--- src/rtl/rstw_pkg.sv ---
package rstw_pkg;

  typedef enum logic [1:0] {
    OUT_NONE = 2'd0,
    OUT_PART = 2'd1,
    OUT_FULL = 2'd2
  } rst_outcome_e;

  // Round a time in ns up to a whole number of clock cycles.
  function automatic int unsigned ns_to_cyc(input int unsigned ns, input int unsigned per_ns);
    return (ns + per_ns - 1) / per_ns;
  endfunction

  // Sort a measured width into an outcome; the undefined band above the
  // partial limit is treated as full.
  function automatic rst_outcome_e classify(input int unsigned width,
                                            input int unsigned min_cyc,
                                            input int unsigned lim_cyc);
    if (width < min_cyc)      return OUT_NONE;
    else if (width < lim_cyc) return OUT_PART;
    else                      return OUT_FULL;
  endfunction

  // Oversampling code to ratio; the top code carries no ratio.
  function automatic logic [6:0] osr_decode(input logic [2:0] code);
    if (code == 3'd7) return 7'd0;
    return 7'd1 << code;
  endfunction

endpackage

--- src/rtl/rstw_sync.sv ---
module rstw_sync #(
  parameter int unsigned STAGES = 2
) (
  input  logic clk,
  input  logic por_n,
  input  logic d,
  output logic q
);
  logic [STAGES-1:0] chain;

  generate
    for (genvar i = 0; i < STAGES; i++) begin : g_stage
      if (i == 0) begin : g_first
        always_ff @(posedge clk or negedge por_n) begin
          if (!por_n) chain[0] <= 1'b0;
          else        chain[0] <= d;
        end
      end else begin : g_next
        always_ff @(posedge clk or negedge por_n) begin
          if (!por_n) chain[i] <= 1'b0;
          else        chain[i] <= chain[i-1];
        end
      end
    end
  endgenerate

  assign q = chain[STAGES-1];
endmodule

--- src/rtl/rstw_width_meter.sv ---
module rstw_width_meter
  import rstw_pkg::*;
#(
  parameter int unsigned MIN_CYC = 5,
  parameter int unsigned LIM_CYC = 200,
  localparam int unsigned CW     = $clog2(LIM_CYC + 1)
) (
  input  logic         clk,
  input  logic         por_n,
  input  logic         rst_s,
  output logic         rel_o,
  output rst_outcome_e outcome_o
);
  logic [CW-1:0] width_q;

  always_ff @(posedge clk or negedge por_n) begin
    if (!por_n) begin
      width_q <= '0;
    end else if (rst_s) begin
      if (width_q != CW'(LIM_CYC)) width_q <= width_q + 1'b1;
    end else begin
      width_q <= '0;
    end
  end

  // Release: synchronized reset low while a measured width is pending.
  assign rel_o     = !rst_s && (width_q != '0);
  assign outcome_o = classify(32'(width_q), MIN_CYC, LIM_CYC);
endmodule

--- src/rtl/rstw_holdoff.sv ---
module rstw_holdoff #(
  parameter int unsigned PART_CYC = 5,
  parameter int unsigned FULL_CYC = 25300,
  localparam int unsigned MAXC    = (FULL_CYC > PART_CYC) ? FULL_CYC : PART_CYC,
  localparam int unsigned HW      = $clog2(MAXC + 1)
) (
  input  logic clk,
  input  logic por_n,
  input  logic load_part,
  input  logic load_full,
  output logic ready_o
);
  logic [HW-1:0] left_q;

  always_ff @(posedge clk or negedge por_n) begin
    if (!por_n)              left_q <= HW'(FULL_CYC);
    else if (load_full)      left_q <= HW'(FULL_CYC);
    else if (load_part)      left_q <= HW'(PART_CYC);
    else if (left_q != '0)   left_q <= left_q - 1'b1;
  end

  assign ready_o = (left_q == '0);
endmodule

--- src/rtl/rstw_classifier.sv ---
module rstw_classifier
  import rstw_pkg::*;
#(
  parameter int unsigned CLK_PERIOD_NS    = 10,
  parameter int unsigned IGNORE_BELOW_NS  = 50,
  parameter int unsigned PARTIAL_BELOW_NS = 2000,
  parameter int unsigned PART_SETUP_NS    = 50,
  parameter int unsigned FULL_SETUP_NS    = 253000,
  parameter int unsigned SYNC_STAGES      = 2
) (
  input  logic       clk,
  input  logic       por_n,
  input  logic       rst_pin,
  input  logic [2:0] osr_sel,
  input  logic       start_req,
  output logic       part_rst_o,
  output logic       full_rst_o,
  output logic       ready_o,
  output logic [6:0] osr_ratio_o,
  output logic       sw_mode_o,
  output logic       start_rej_o
);
  localparam int unsigned MIN_CYC  = ns_to_cyc(IGNORE_BELOW_NS, CLK_PERIOD_NS);
  localparam int unsigned LIM_CYC  = ns_to_cyc(PARTIAL_BELOW_NS, CLK_PERIOD_NS);
  localparam int unsigned PART_CYC = ns_to_cyc(PART_SETUP_NS, CLK_PERIOD_NS);
  localparam int unsigned FULL_CYC = ns_to_cyc(FULL_SETUP_NS, CLK_PERIOD_NS);

  // Named internal events, visible to the bound checker.
  logic         rst_s;
  logic         rel_evt;
  rst_outcome_e outcome;
  logic         take_part;
  logic         take_full;
  logic         por_seen_q;
  logic [2:0]   code_q;

  rstw_sync #(.STAGES(SYNC_STAGES)) u_sync (
    .clk   (clk),
    .por_n (por_n),
    .d     (rst_pin),
    .q     (rst_s)
  );

  rstw_width_meter #(.MIN_CYC(MIN_CYC), .LIM_CYC(LIM_CYC)) u_meter (
    .clk       (clk),
    .por_n     (por_n),
    .rst_s     (rst_s),
    .rel_o     (rel_evt),
    .outcome_o (outcome)
  );

  assign take_part = rel_evt && (outcome == OUT_PART);
  assign take_full = rel_evt && (outcome == OUT_FULL);

  rstw_holdoff #(.PART_CYC(PART_CYC), .FULL_CYC(FULL_CYC)) u_hold (
    .clk       (clk),
    .por_n     (por_n),
    .load_part (take_part),
    .load_full (take_full),
    .ready_o   (ready_o)
  );

  always_ff @(posedge clk or negedge por_n) begin
    if (!por_n) begin
      part_rst_o  <= 1'b0;
      full_rst_o  <= 1'b0;
      start_rej_o <= 1'b0;
      por_seen_q  <= 1'b0;
      code_q      <= 3'd0;
    end else begin
      part_rst_o  <= take_part;
      full_rst_o  <= take_full;
      start_rej_o <= start_req && !ready_o;
      por_seen_q  <= 1'b1;
      if (!por_seen_q || take_part || take_full) code_q <= osr_sel;
    end
  end

  assign osr_ratio_o = osr_decode(code_q);
  assign sw_mode_o   = (code_q == 3'd7);
endmodule

--- config.mk ---
export PLATFORM = sky130hd
export DESIGN_NAME = rstw_classifier
export DESIGN_NICKNAME = d
export VERILOG_FILES = /design/src/rtl/rstw_pkg.sv /design/src/rtl/rstw_sync.sv /design/src/rtl/rstw_width_meter.sv /design/src/rtl/rstw_holdoff.sv /design/src/rtl/rstw_classifier.sv
export SDC_FILE = /design/constraint.sdc
export NUM_CORES = 1
export LEC_CHECK = 0
export BUFFER_PORTS_ARGS = -buffer_cell sky130_fd_sc_hd__buf_2
export CORE_ASPECT_RATIO = 1.2
export CORE_MARGIN = 4
export CORE_UTILIZATION = 52
export DETAILED_ROUTE_END_ITERATION = 8
export GPL_TIMING_DRIVEN = 0
export PLACE_DENSITY = 0.75
export SKIP_CTS_REPAIR_TIMING = 1
export SLEW_MARGIN = 20
export SYNTH_ARGS = -nofsm -noshare
export SYNTH_HDL_FRONTEND = slang
export SYNTH_HIERARCHICAL = 1
export SYNTH_SLANG_ARGS = --single-unit
--- constraint.sdc ---
create_clock -name clk -period 2.1 [get_ports clk]
set_input_delay 0.21 -clock clk [delete_from_list [all_inputs] [get_ports clk]]
set_output_delay 0.21 -clock clk [all_outputs]
set_load 0.05 [all_outputs]
==> key figures <==
Route
  – DR DRC count: 0
  – WL/cell: approximately 17 um
  – 1st-iter DRT viols: 88
  – DR vias/cell: 5.875
  – First-pass iteration count of the detailed router: 4
  – Routed wire length: around 4300 um
  – Via Count: about 1500
  – Final ANT Viol Nets: 0

Placement
  – GPL Wtd Cong: roughly 0.88
  – Placed Cells: 222
  – IO buf count: 18
  – Detailed Place HPWL: ~2600 um

Yosys
  – Avg Inst Size Synth: 10.11 um2
  – Synth async-reset ratio: 100.0%
  – Register area share after synthesis: between 40% and 50%
  – Seq cells post-synth: 32
  – Post-synth EDFFs: 0
  – Cells after synthesis: 168
  – Synthesized net count: approximately 180
  – Yosys warning total: 6
  – Top FF cell, synth: dfrtp_1
  – Netlist area before placement: 0.001698 mm2
  – Synth unique cells: 48

STA
  – Final Hold Viols: 0
  – Clk_skew: 0.01625 ns
  – Crit path time final: approximately 2.5 ns
  – Slew Limit Fails: 0
  – Rel. slew slack: roughly 54%
  – Fmax: about 390 MHz
  – Worst slew pin tran: between 0.6 and 0.7 ns
  – Final Setup Violations: 6
  – Final Cycle Share: 121.4%
  – Worst Slack Setup Final: -0.4485 ns
  – RSZ-0062 raised after global routing: true

Hold path
  – Hold path depth: 2
  – Hold Path Class: in -> reg
  – Hold Path Origin: osr_sel[2]

Die
  – Core footprint: ~0.0031 mm2
  – FP Rows: 22
  – Starting density of the core: approximately 55%
  – Die Ht: roughly 71 um
  – Io pins: 19
  – Die Area: around 0.0042 mm2
  – Die W: about 60 um

CTS
  – # clock sinks: 32
  – Worst-path clk slew: 0.10 ns
  – CTS tree: built
  – H-tree depth: 2
  – TritonCTS Buffers: 5
  – Root Buffer: clkbuf_4
  – Clk_lat worst skew: approximately 0.33 ns
  – Clk buf depth: 2

Global route
  – Largest net degree at the start of global routing: 33
  – Initial antenna violation count: 0
  – First-pass GRT wire length: approximately 6300 um
  – Grt total ovfl: 0
  – Vias in the first global route: approximately 1400
  – Gr usage total: about a fifth

Critical path
  – CP required: 1.89 ns
  – Worst reg-to-reg path cell count: 7
  – Max FO, Critical Path: 4
  – CP endpoint kind: primary output
  – Critical path class: reg -> out
  – Critical Path Start Type: register
  – Worst r2r src: u_hold/left_q[1]
  – CP arrival: between 2 and 2.5 ns
  – Worst-path cell with the longest stage delay: or4b_4
  – Crit path from: u_hold/left_q[1]
  – Worst path max stage delay: roughly 0.56 ns
  – CP cell instances: inv_2 > ha_4 > or3b_4 > or4b_4 > nor3_4 > buf_6

Final layout
  – Antenna cells: 0
  – NumNets Final: approximately 220
  – Fin util: between 70% and 80%
  – Layout cells sized above 1: between 40% and 50%
  – Layout area overhead: 29.26%
  – Non-Filler Instances: approximately 250
  – Most used cells in the layout excluding fill and tap cells: dfrtp_1, buf_4, buf_2
  – Commonest non-fill, non-tap cell in the layout: dfrtp_1

Pwr
  – Pwr/cell area: a little under 1000 mW/mm2
  – Peak supply drop: about 0.00085 V
  – Leak: between 0.9 and 1 nW

Run status
  – Status: finished, violations left
  – Failing checks: setup timing

Flow run
  – Max-cap viol count: 0
critical path, delay by kind of cell, from the launching register on:
kind	cells	cell delay, ns
simple gates	3	1.16
fa+ha+maj	1	0.13
buf+inv	2	0.29
flops	1	0.42
synthesized netlist by cell type (2+ instances only):
| cell type | instances | share of area, % |
|---|---|---|
| nand3_1 | 2 | 0.59 |
| o31ai_1 | 2 | 0.88 |
| nor2_1 | 8 | 1.8 |
| and3_1 | 3 | 1.1 |
| nand2b_1 | 2 | 0.74 |
| inv_1 | 7 | 1.5 |
| nand4_1 | 2 | 0.74 |
| mux2i_1 | 3 | 1.8 |
| nor3b_1 | 4 | 1.8 |
| clkbuf_1 | 3 | 0.66 |
| xnor2_1 | 7 | 3.6 |
| o21ai_0 | 3 | 0.88 |
| a21boi_1 | 2 | 0.88 |
| or4_1 | 5 | 2.2 |
| a21oi_1 | 7 | 2.1 |
| or2_2 | 3 | 1.1 |
| nor4_1 | 4 | 1.5 |
| mux2_2 | 3 | 2.0 |
| and3b_1 | 2 | 1.0 |
| o41ai_1 | 3 | 1.5 |
| nor3_1 | 9 | 2.7 |
| nand2_1 | 13 | 2.9 |
| dfstp_2 | 7 | 11 |
| o21bai_1 | 4 | 1.8 |
| ha_1 | 4 | 2.9 |
| nor4b_1 | 2 | 1.0 |
| dfrtp_1 | 25 | 37 |
| and2_1 | 3 | 1.1 |
| or3_1 | 7 | 2.6 |
final cells by class:
class | count | area [um2]
clock inverters | 1 | 5.005
multi-input cells | 124 | 992.2
repair buffers | 38 | 251.5
plain buffers | 3 | 16.27
fillers | 232 | 915.9
well taps | 36 | 45.04
flip-flops and latches | 32 | 813.3
inverters | 7 | 26.28
clock buffers | 7 | 45.04
worst paths after layout:
check	slack [ns]	end
min reg2reg	0.37	u_sync/q
max in group asynchronous	1.15	u_meter/width_q[1]
min	0.11	code_q[2]
max reg2reg	-0.27	u_hold/left_q[12]
max	-0.45	ready_o
min in group asynchronous	0.45	u_sync/chain[0]
power breakdown:
| part | switching, mW | internal [mW] |
|---|---|---|
| Sequential | 0.179 | 0.801 |
| Combinational | 0.424 | 0.391 |
| Clock | 0.209 | 0.130 |
| Total | 0.811 | 1.32 |
kinds of logic after synthesis:
family / share of synthesized area, %
and+or+nand+nor: 26.60
DFF: 47.68
AOI/OAI and AO/OA: 11.94
buffers and inverters: 2.726
xor gates and xnor gates: 4.127
muxes: 3.758
adders and majority gates: 2.948
other: 0.2209
flip-flops by register name (all words and copies together) (netlist names):
register / cells
u_sync/q: 1
u_sync/chain: 1
u_hold/left_q: 15
part_rst_o: 1
full_rst_o: 1
u_meter/width_q: 8
start_rej_o: 1
por_seen_q: 1
code_q: 3
layer usage:
metal  vias up  wire length (um)  GRT usage [%]
met3        12               151          4.562
met5         -                 0              0
met4         0               138          8.867
met1       720              1644          23.61
met2        30              2366          32.57
li1        695                 -              -
through the flow:
stage / power, mW / hold WS [ns] / setup TNS, ns / worst slack [ns] / instance area [um2]
after global placement: 1.569 / 0.2933 / -1.714 / -0.3319 / 1847
after global routing: 2.292 / 0.08546 / -1.587 / -0.5252 / 2195
after floorplan: 1.451 / -0.08559 / -0.9251 / -0.2312 / 1712
final: 2.133 / 0.1098 / -0.9944 / -0.4485 / 2195
after CTS: 1.954 / -0.08299 / -3.533 / -0.7284 / 1897
after detailed placement: 1.613 / 0.2955 / -2.592 / -0.4032 / 1847
Power figures use the tool's default switching activity.
